--- config.mk ---
export PLATFORM = sky130hd
export DESIGN_NAME = dual_tx_launch
export DESIGN_NICKNAME = d
export VERILOG_FILES = /design/src/rtl/dtl_pkg.sv /design/src/rtl/dtl_fifo.sv /design/src/rtl/dtl_dispatch.sv /design/src/rtl/dtl_serializer.sv /design/src/rtl/dual_tx_launch.sv
export SDC_FILE = /design/constraint.sdc
export NUM_CORES = 1
export LEC_CHECK = 0
export BUFFER_PORTS_ARGS = -buffer_cell sky130_fd_sc_hd__buf_2
export CELL_PAD_IN_SITES_DETAIL_PLACEMENT = 0
export CELL_PAD_IN_SITES_GLOBAL_PLACEMENT = 1
export CORE_MARGIN = 8
export CORE_UTILIZATION = 47
export CTS_CLUSTER_SIZE = 10
export DETAILED_ROUTE_END_ITERATION = 12
export GPL_TIMING_DRIVEN = 0
export PLACE_DENSITY_LB_ADDON = 0.3
export SYNTH_ARGS = -nofsm -noshare
export SYNTH_HDL_FRONTEND = slang
export SYNTH_SLANG_ARGS = --single-unit
export TNS_END_PERCENT = 50
--- constraint.sdc ---
create_clock -name clk -period 3.14 [get_ports clk]
set_input_delay 0 -clock clk [delete_from_list [all_inputs] [get_ports clk]]
set_output_delay 0 -clock clk [all_outputs]
set_load 0.005 [all_outputs]
--- src/rtl/dtl_pkg.sv ---
package dtl_pkg;
  localparam int NCH = 2;

  typedef enum logic [1:0] {
    TX_IDLE  = 2'd0,
    TX_FETCH = 2'd1,
    TX_SHIFT = 2'd2
  } tx_state_e;
endpackage

--- src/rtl/dtl_fifo.sv ---
// Byte queue with registered read port, written for block RAM inference.
module dtl_fifo #(
  parameter int W     = 8,
  parameter int DEPTH = 16
) (
  input  logic         clk,
  input  logic         rst,
  input  logic         wr_en,
  input  logic [W-1:0] wr_data,
  input  logic         rd_en,
  output logic [W-1:0] rd_data,
  output logic         empty,
  output logic         full
);
  localparam int AW = $clog2(DEPTH);

  logic [W-1:0] mem [DEPTH];
  logic [AW:0]  wptr;
  logic [AW:0]  rptr;

  assign empty = (wptr == rptr);
  assign full  = (wptr[AW] != rptr[AW]) && (wptr[AW-1:0] == rptr[AW-1:0]);

  always_ff @(posedge clk) begin
    if (wr_en && !full) mem[wptr[AW-1:0]] <= wr_data;
  end

  always_ff @(posedge clk) begin
    if (rd_en && !empty) rd_data <= mem[rptr[AW-1:0]];
  end

  always_ff @(posedge clk) begin
    if (rst) begin
      wptr <= '0;
      rptr <= '0;
    end else begin
      if (wr_en && !full) wptr <= wptr + 1'b1;
      if (rd_en && !empty) rptr <= rptr + 1'b1;
    end
  end
endmodule

--- src/rtl/dtl_dispatch.sv ---
// Command register, per-channel lag counters and single-entry start tokens.
module dtl_dispatch
  import dtl_pkg::*;
#(
  parameter int SKEW_W = 16
) (
  input  logic              clk,
  input  logic              rst,
  input  logic              cmd_wr,
  input  logic [NCH-1:0]    cmd_sel,
  input  logic [SKEW_W-1:0] skew_cnt,
  input  logic              skew_late,
  input  logic [NCH-1:0]    ch_busy,
  input  logic [NCH-1:0]    tok_pop,
  output logic [NCH-1:0]    tok_vld,
  output logic              cmd_err
);
  logic [NCH-1:0] cmd_q;
  logic [NCH-1:0] reject;

  // Command register: holds a nonzero mask for one cycle, then clears itself.
  always_ff @(posedge clk) begin
    if (rst) cmd_q <= '0;
    else     cmd_q <= (cmd_wr && (cmd_sel != '0)) ? cmd_sel : '0;
  end

  for (genvar g = 0; g < NCH; g++) begin : g_ch
    logic              late_this;
    logic [SKEW_W-1:0] my_delay;
    logic              dly_pend;
    logic [SKEW_W-1:0] dly_q;
    logic              tok_q;
    logic              occupied;
    logic              accept;

    assign late_this = (skew_late == (g != 0));
    assign my_delay  = late_this ? skew_cnt : '0;
    assign occupied  = tok_q | dly_pend | ch_busy[g];
    assign accept    = cmd_q[g] & ~occupied;
    assign reject[g] = cmd_q[g] & occupied;
    assign tok_vld[g] = tok_q;

    always_ff @(posedge clk) begin
      if (rst) begin
        tok_q    <= 1'b0;
        dly_pend <= 1'b0;
        dly_q    <= '0;
      end else begin
        if (tok_pop[g]) tok_q <= 1'b0;
        if (accept) begin
          if (my_delay == '0) begin
            tok_q <= 1'b1;
          end else begin
            dly_pend <= 1'b1;
            dly_q    <= my_delay;
          end
        end else if (dly_pend) begin
          if (dly_q == SKEW_W'(1)) begin
            dly_pend <= 1'b0;
            tok_q    <= 1'b1;
          end else begin
            dly_q <= dly_q - 1'b1;
          end
        end
      end
    end
  end

  always_ff @(posedge clk) begin
    if (rst)               cmd_err <= 1'b0;
    else if (reject != '0) cmd_err <= 1'b1;
  end
endmodule

--- src/rtl/dtl_serializer.sv ---
// Bit-serial transmitter: takes a token, drains its queue LSB first.
module dtl_serializer
  import dtl_pkg::*;
#(
  parameter int W     = 8,
  parameter int DIV_W = 16
) (
  input  logic             clk,
  input  logic             rst,
  input  logic [DIV_W-1:0] baud_div,
  input  logic             tok_vld,
  output logic             tok_pop,
  input  logic             fifo_empty,
  input  logic [W-1:0]     fifo_rdata,
  output logic             fifo_rd,
  output logic             busy,
  output logic             tx,
  output logic             tx_act,
  output logic             done
);
  localparam int BIT_W = $clog2(W);

  tx_state_e        state;
  logic [DIV_W-1:0] cnt;
  logic [DIV_W-1:0] div_eff;
  logic [BIT_W-1:0] bitcnt;
  logic [W-1:0]     shreg;
  logic             nxt;
  logic             pref_rd;

  assign div_eff = (baud_div == '0) ? DIV_W'(1) : baud_div;
  assign tok_pop = (state == TX_IDLE) && tok_vld;
  // Fetch the following byte when the last bit of the current one starts.
  assign pref_rd = (state == TX_SHIFT) && (cnt == '0) &&
                   (bitcnt == BIT_W'(W-2)) && !fifo_empty;
  assign fifo_rd = (tok_pop && !fifo_empty) || pref_rd;
  assign busy    = (state != TX_IDLE);

  always_ff @(posedge clk) begin
    if (rst) begin
      state  <= TX_IDLE;
      tx     <= 1'b1;
      tx_act <= 1'b0;
      done   <= 1'b0;
      cnt    <= '0;
      bitcnt <= '0;
      shreg  <= '0;
      nxt    <= 1'b0;
    end else begin
      done <= 1'b0;
      unique case (state)
        TX_IDLE: begin
          if (tok_vld) begin
            if (fifo_empty) done  <= 1'b1;
            else            state <= TX_FETCH;
          end
        end
        TX_FETCH: begin
          shreg  <= fifo_rdata;
          tx     <= fifo_rdata[0];
          tx_act <= 1'b1;
          bitcnt <= '0;
          cnt    <= div_eff - DIV_W'(1);
          nxt    <= 1'b0;
          state  <= TX_SHIFT;
        end
        TX_SHIFT: begin
          if (cnt != '0) begin
            cnt <= cnt - DIV_W'(1);
          end else if (bitcnt != BIT_W'(W-1)) begin
            shreg  <= shreg >> 1;
            tx     <= shreg[1];
            bitcnt <= bitcnt + 1'b1;
            cnt    <= div_eff - DIV_W'(1);
            if (pref_rd) nxt <= 1'b1;
          end else if (nxt) begin
            shreg  <= fifo_rdata;
            tx     <= fifo_rdata[0];
            bitcnt <= '0;
            cnt    <= div_eff - DIV_W'(1);
            nxt    <= 1'b0;
          end else begin
            state  <= TX_IDLE;
            tx     <= 1'b1;
            tx_act <= 1'b0;
            done   <= 1'b1;
          end
        end
        default: state <= TX_IDLE;
      endcase
    end
  end
endmodule

--- src/rtl/dual_tx_launch.sv ---
module dual_tx_launch
  import dtl_pkg::*;
#(
  parameter int DATA_W     = 8,
  parameter int FIFO_DEPTH = 16,
  parameter int SKEW_W     = 16,
  parameter int DIV_W      = 16
) (
  input  logic              clk,
  input  logic              rst,
  input  logic              cmd_wr,
  input  logic [1:0]        cmd_sel,
  input  logic [SKEW_W:0]   skew_cfg,
  input  logic [DIV_W-1:0]  baud_div,
  input  logic              a_load,
  input  logic [DATA_W-1:0] a_load_data,
  output logic              a_full,
  input  logic              b_load,
  input  logic [DATA_W-1:0] b_load_data,
  output logic              b_full,
  output logic              tx_a,
  output logic              tx_b,
  output logic              act_a,
  output logic              act_b,
  output logic              done_a,
  output logic              done_b,
  output logic              cmd_err
);
  logic [NCH-1:0]    tok_vld;
  logic [NCH-1:0]    tok_pop;
  logic [NCH-1:0]    ch_busy;
  logic [NCH-1:0]    ld_wr;
  logic [DATA_W-1:0] ld_data [NCH];
  logic [NCH-1:0]    q_full;
  logic [NCH-1:0]    q_empty;
  logic [NCH-1:0]    q_rd;
  logic [DATA_W-1:0] q_rdata [NCH];
  logic [NCH-1:0]    tx_w;
  logic [NCH-1:0]    act_w;
  logic [NCH-1:0]    done_w;

  assign ld_wr      = {b_load, a_load};
  assign ld_data[0] = a_load_data;
  assign ld_data[1] = b_load_data;

  dtl_dispatch #(.SKEW_W(SKEW_W)) u_dispatch (
    .clk       (clk),
    .rst       (rst),
    .cmd_wr    (cmd_wr),
    .cmd_sel   (cmd_sel),
    .skew_cnt  (skew_cfg[SKEW_W-1:0]),
    .skew_late (skew_cfg[SKEW_W]),
    .ch_busy   (ch_busy),
    .tok_pop   (tok_pop),
    .tok_vld   (tok_vld),
    .cmd_err   (cmd_err)
  );

  for (genvar g = 0; g < NCH; g++) begin : g_lane
    dtl_fifo #(.W(DATA_W), .DEPTH(FIFO_DEPTH)) u_fifo (
      .clk     (clk),
      .rst     (rst),
      .wr_en   (ld_wr[g]),
      .wr_data (ld_data[g]),
      .rd_en   (q_rd[g]),
      .rd_data (q_rdata[g]),
      .empty   (q_empty[g]),
      .full    (q_full[g])
    );

    dtl_serializer #(.W(DATA_W), .DIV_W(DIV_W)) u_ser (
      .clk        (clk),
      .rst        (rst),
      .baud_div   (baud_div),
      .tok_vld    (tok_vld[g]),
      .tok_pop    (tok_pop[g]),
      .fifo_empty (q_empty[g]),
      .fifo_rdata (q_rdata[g]),
      .fifo_rd    (q_rd[g]),
      .busy       (ch_busy[g]),
      .tx         (tx_w[g]),
      .tx_act     (act_w[g]),
      .done       (done_w[g])
    );
  end

  assign a_full = q_full[0];
  assign b_full = q_full[1];
  assign tx_a   = tx_w[0];
  assign tx_b   = tx_w[1];
  assign act_a  = act_w[0];
  assign act_b  = act_w[1];
  assign done_a = done_w[0];
  assign done_b = done_w[1];
endmodule

==> impl_metrics.toml <==
[final_layout]
stdcell_area_mm2 = 0.0206
diodes = 0
multi_input_area_mm2 = 0.00661
layout_commonest_cell = "edfxtp_1"
fill_cells = 3092
area_growth_syn_to_layout_pct = 16.3
ff_latch_area_mm2 = 0.0106
drive_gt1_share_pct = 16.6
layout_common_cells = "edfxtp_1 (272), nor2_1 (128), dfxtp_1 (123), nand2_1 (104), a21oi_1 (90)"
fin_nets = 1636

[floorplan]
die_h_um = 210
start_util_pct = 47.4
ioPinCount = 65
rows = 71
die_area_mm2 = 0.0442
coreArea_mm2 = 0.0374
die_w_um = 210

[timing]
period_share_pct = 94.0
rsz0062_at_grt = "true"
hold_violations = 0
fin_crit_ns = 2.95
setup_ws_ns = 0.187
finalSetupViolCount = 0
skew_ns = 0.0180
maxSlewViolCount = 0
slew_headroom_pct = 20.2
clock.fmax_mhz = 339
worst_pin_slew_ns = 1.19

[pwr]
p_per_area_mw_per_mm2 = 567
power_mw = 11.7
cellLeakagePower_nw = 6.88
ir_worst_vdd_uv = 485

[grt]
grtUsageTotal_pct = 20.5
grt_overflow = 0
antenna_found_initial = 0
grt_pass1_vias = 12231
grt_first_pass_wirelength_um = 70400
grt_max_degree = 17

[drt]
routed-wl-met3_um = 2750
drt_iter0_markers = 868
drt_pass1_iterations = 5
route.final.wire_length_um = 44600
met2RoutedLength_um = 21400
drt-met1-wl_um = 18700
num_vias = 11967
wl_per_cell_um = 21.3
via_per_inst = 5.73
dr.max_layer_used = "met4"
drc_errors = 0
route.antenna.remaining_nets = 0

[setup_path]
critPathSlowestCell = "clkbuf_1"
r2r_setup_slack_ns = 0.19
crit_end = "g_lane[0].u_fifo.rd_data[6]"
required_ns = 3.44
cp_cell_sequence = "clkbuf_1 -> clkbuf_1 -> mux4_2 -> mux4_2"
worst_r2r_path_depth = 4
critPathCaptureType = "register"
crit_family = "buffers and inverters"
cp_num_buf_inv = 2
worstSetupPathDepth = 4
critPathArrivalTime_ns = 3.26
start_kind = "register"
cp_max_fo = 10
critPathMaxStageDelay_ns = 0.76
startpoint = "g_lane[0].u_fifo.rptr[0]"
reg2reg_from = "g_lane[0].u_fifo.rptr[0]"
r2r-end = "g_lane[0].u_fifo.rd_data[6]"
crit_type = "register to register"

[min_path]
hp-class = "input pin to register"
hp-start = "baud_div[1]"

[status]
status = "finished, final reports clean"

[logic_synthesis]
ys_types = 85
syn_area_mm2 = 0.0177
synthFlopType = "edfxtp_1"
ys_warn_count = 0
avgSynthCellArea_um2 = 12.8
syn_nets = 1472
syn-instance-count = 1385
ys_ff_latch = 395
synth-async-reset-ratio_pct = 0
synth_edf_count = 272
seq_area_frac_synth_pct = 60.0

[clock_tree]
clock_sinks = 395
cts-buffers-inserted = 47
cts_tree = "built"
path_clk_slew_ns = 0.06
worstSkewPairLatency_ns = 0.58
cts_root_buf = "clkbuf_16"
cts_max_level = 2
clockBufferDepth = 3

[place]
place.gp.congestion = 0.871
preCtsSetupSlack_ns = -0.00643
io_buffers = 62
dpl.hpwl_um = 30600
placed_area_mm2 = 0.0187

[flow_run]
drv_cap = 0
-- cells in the mapped netlist, drive strengths merged, types with 5 or more instances --
| library cell | number | area [um2] |
|---|---|---|
| a22o | 5 | 43.8 |
| xor2 | 10 | 87.6 |
| nor3 | 47 | 250 |
| or4 | 6 | 45.0 |
| mux2i | 18 | 180 |
| a211oi | 15 | 128 |
| xnor2 | 21 | 184 |
| nor4 | 27 | 181 |
| edfxtp | 272 | 8170 |
| nor3b | 7 | 57.6 |
| o31ai | 6 | 63.8 |
| clkbuf | 51 | 191 |
| dfxtp | 123 | 2460 |
| o21ai | 73 | 369 |
| inv | 41 | 154 |
| nand3 | 35 | 175 |
| a31oi | 16 | 100 |
| a221oi | 7 | 80.1 |
| nand4 | 15 | 93.8 |
| nor2b | 7 | 43.8 |
| ha | 31 | 388 |
| nand2b | 9 | 56.3 |
| o21a | 6 | 45.0 |
| nand2 | 104 | 390 |
| nor2 | 129 | 487 |
| mux4 | 80 | 1800 |
| and3 | 10 | 62.6 |
| a31o | 7 | 61.3 |
| or3 | 10 | 72.6 |
| o22ai | 11 | 68.8 |
| and2 | 11 | 71.3 |
| buf | 28 | 171 |
| a21oi | 91 | 459 |
-- registers in the layout (all words and copies together) (netlist names), 2 cells and up --
signal	flops
g_lane.u_fifo.mem	256
g_lane.u_fifo.rptr	10
u_dispatch.g_ch.dly_pend	2
g_lane.u_fifo.wptr	10
g_lane.u_fifo.rd_data	16
g_lane.u_ser.tx_act	2
u_dispatch.cmd_q	2
g_lane.u_ser.state	4
g_lane.u_ser.shreg	14
u_dispatch.g_ch.dly_q	32
g_lane.u_ser.bitcnt	6
g_lane.u_ser.nxt	2
u_dispatch.g_ch.tok_q	2
g_lane.u_ser.done	2
g_lane.u_ser.tx	2
g_lane.u_ser.cnt	32
-- cell type report --
class | count | area share, %
inverter | 42 | 0.765
timing repair buffer | 115 | 4.05
buffer | 79 | 1.76
tap | 511 | 3.10
clock inverter | 4 | 0.279
clock buffer | 75 | 6.41
multi-input combinational | 869 | 32.1
sequential | 395 | 51.6
-- through the flow --
stage                     hold slack [ns]  setup TNS (ns)  cells  util (%)
after floorplan                    0.0989               0   1385         -
after global placement              0.232           -1.11   1958      49.9
after detailed placement            0.234         -0.0486   1958      50.0
after CTS                         0.00313               0   2089      55.1
after global routing               0.0572          -0.109   2090      55.1
final                              0.0313               0   2090      55.1
-- kinds of logic (layout without fill, tap and decap cells) --
family | after synthesis | after routing | share of synthesized area [%]
buffers and inverters | 121 | 315 | 2.94
AOI/OAI and AO/OA | 277 | 277 | 10.2
and+or+nand+nor | 430 | 430 | 11.9
xor gates and xnor gates | 31 | 31 | 1.53
muxes | 100 | 100 | 11.3
adders and majority gates | 31 | 31 | 2.19
DFF | 395 | 395 | 60.0
-- repair_timing --
item / in CTS / in global routing
endpoints found under the hold margin: 314 / 0
hold buffers: 52 / 0
buffers inserted: 0 / 0
pin swaps: 0 / 0
resized for setup: 1 / 4
endpoints found under the setup margin: 8 / 36
-- metal layers --
metal / GRT usage, % / vias up
met2: 33.2 / 373
met1: 26.6 / 5844
met3: 4.16 / 102
met4: 8.48 / 0
met5: 0 / -
li1: - / 5648
-- power breakdown --
part	switching, mW	internal [mW]	leakage (nW)	total, mW
clock	2.07	2.88	0.665	4.94
sequential	0.0698	5.66	3.45	5.73
combinational	0.616	0.393	2.77	1.01
total	2.75	8.94	6.88	11.7
-- worst min-delay path by stage --
stage | end | slack [ns] | depth (start not counted)
floorplan | g_lane[0].u_fifo.mem[0][0] | 0.1 | 0
global placement | u_dispatch.cmd_q[1] | 0.23 | 2
detailed placement | u_dispatch.cmd_q[1] | 0.23 | 2
CTS | g_lane[1].u_ser.cnt[1] | 0.003 | 6
global route | g_lane[1].u_ser.cnt[1] | 0.06 | 6
finish | g_lane[0].u_ser.cnt[1] | 0.03 | 6
-- worst register-to-register path: stages (launching register included) --
cell and delay (ns):
dfxtp_1 0.33, clkbuf_1 0.44, clkbuf_1 0.76, mux4_2 0.62
mux4_2 0.52
Note: power is estimated with default switching activity, not from simulation.
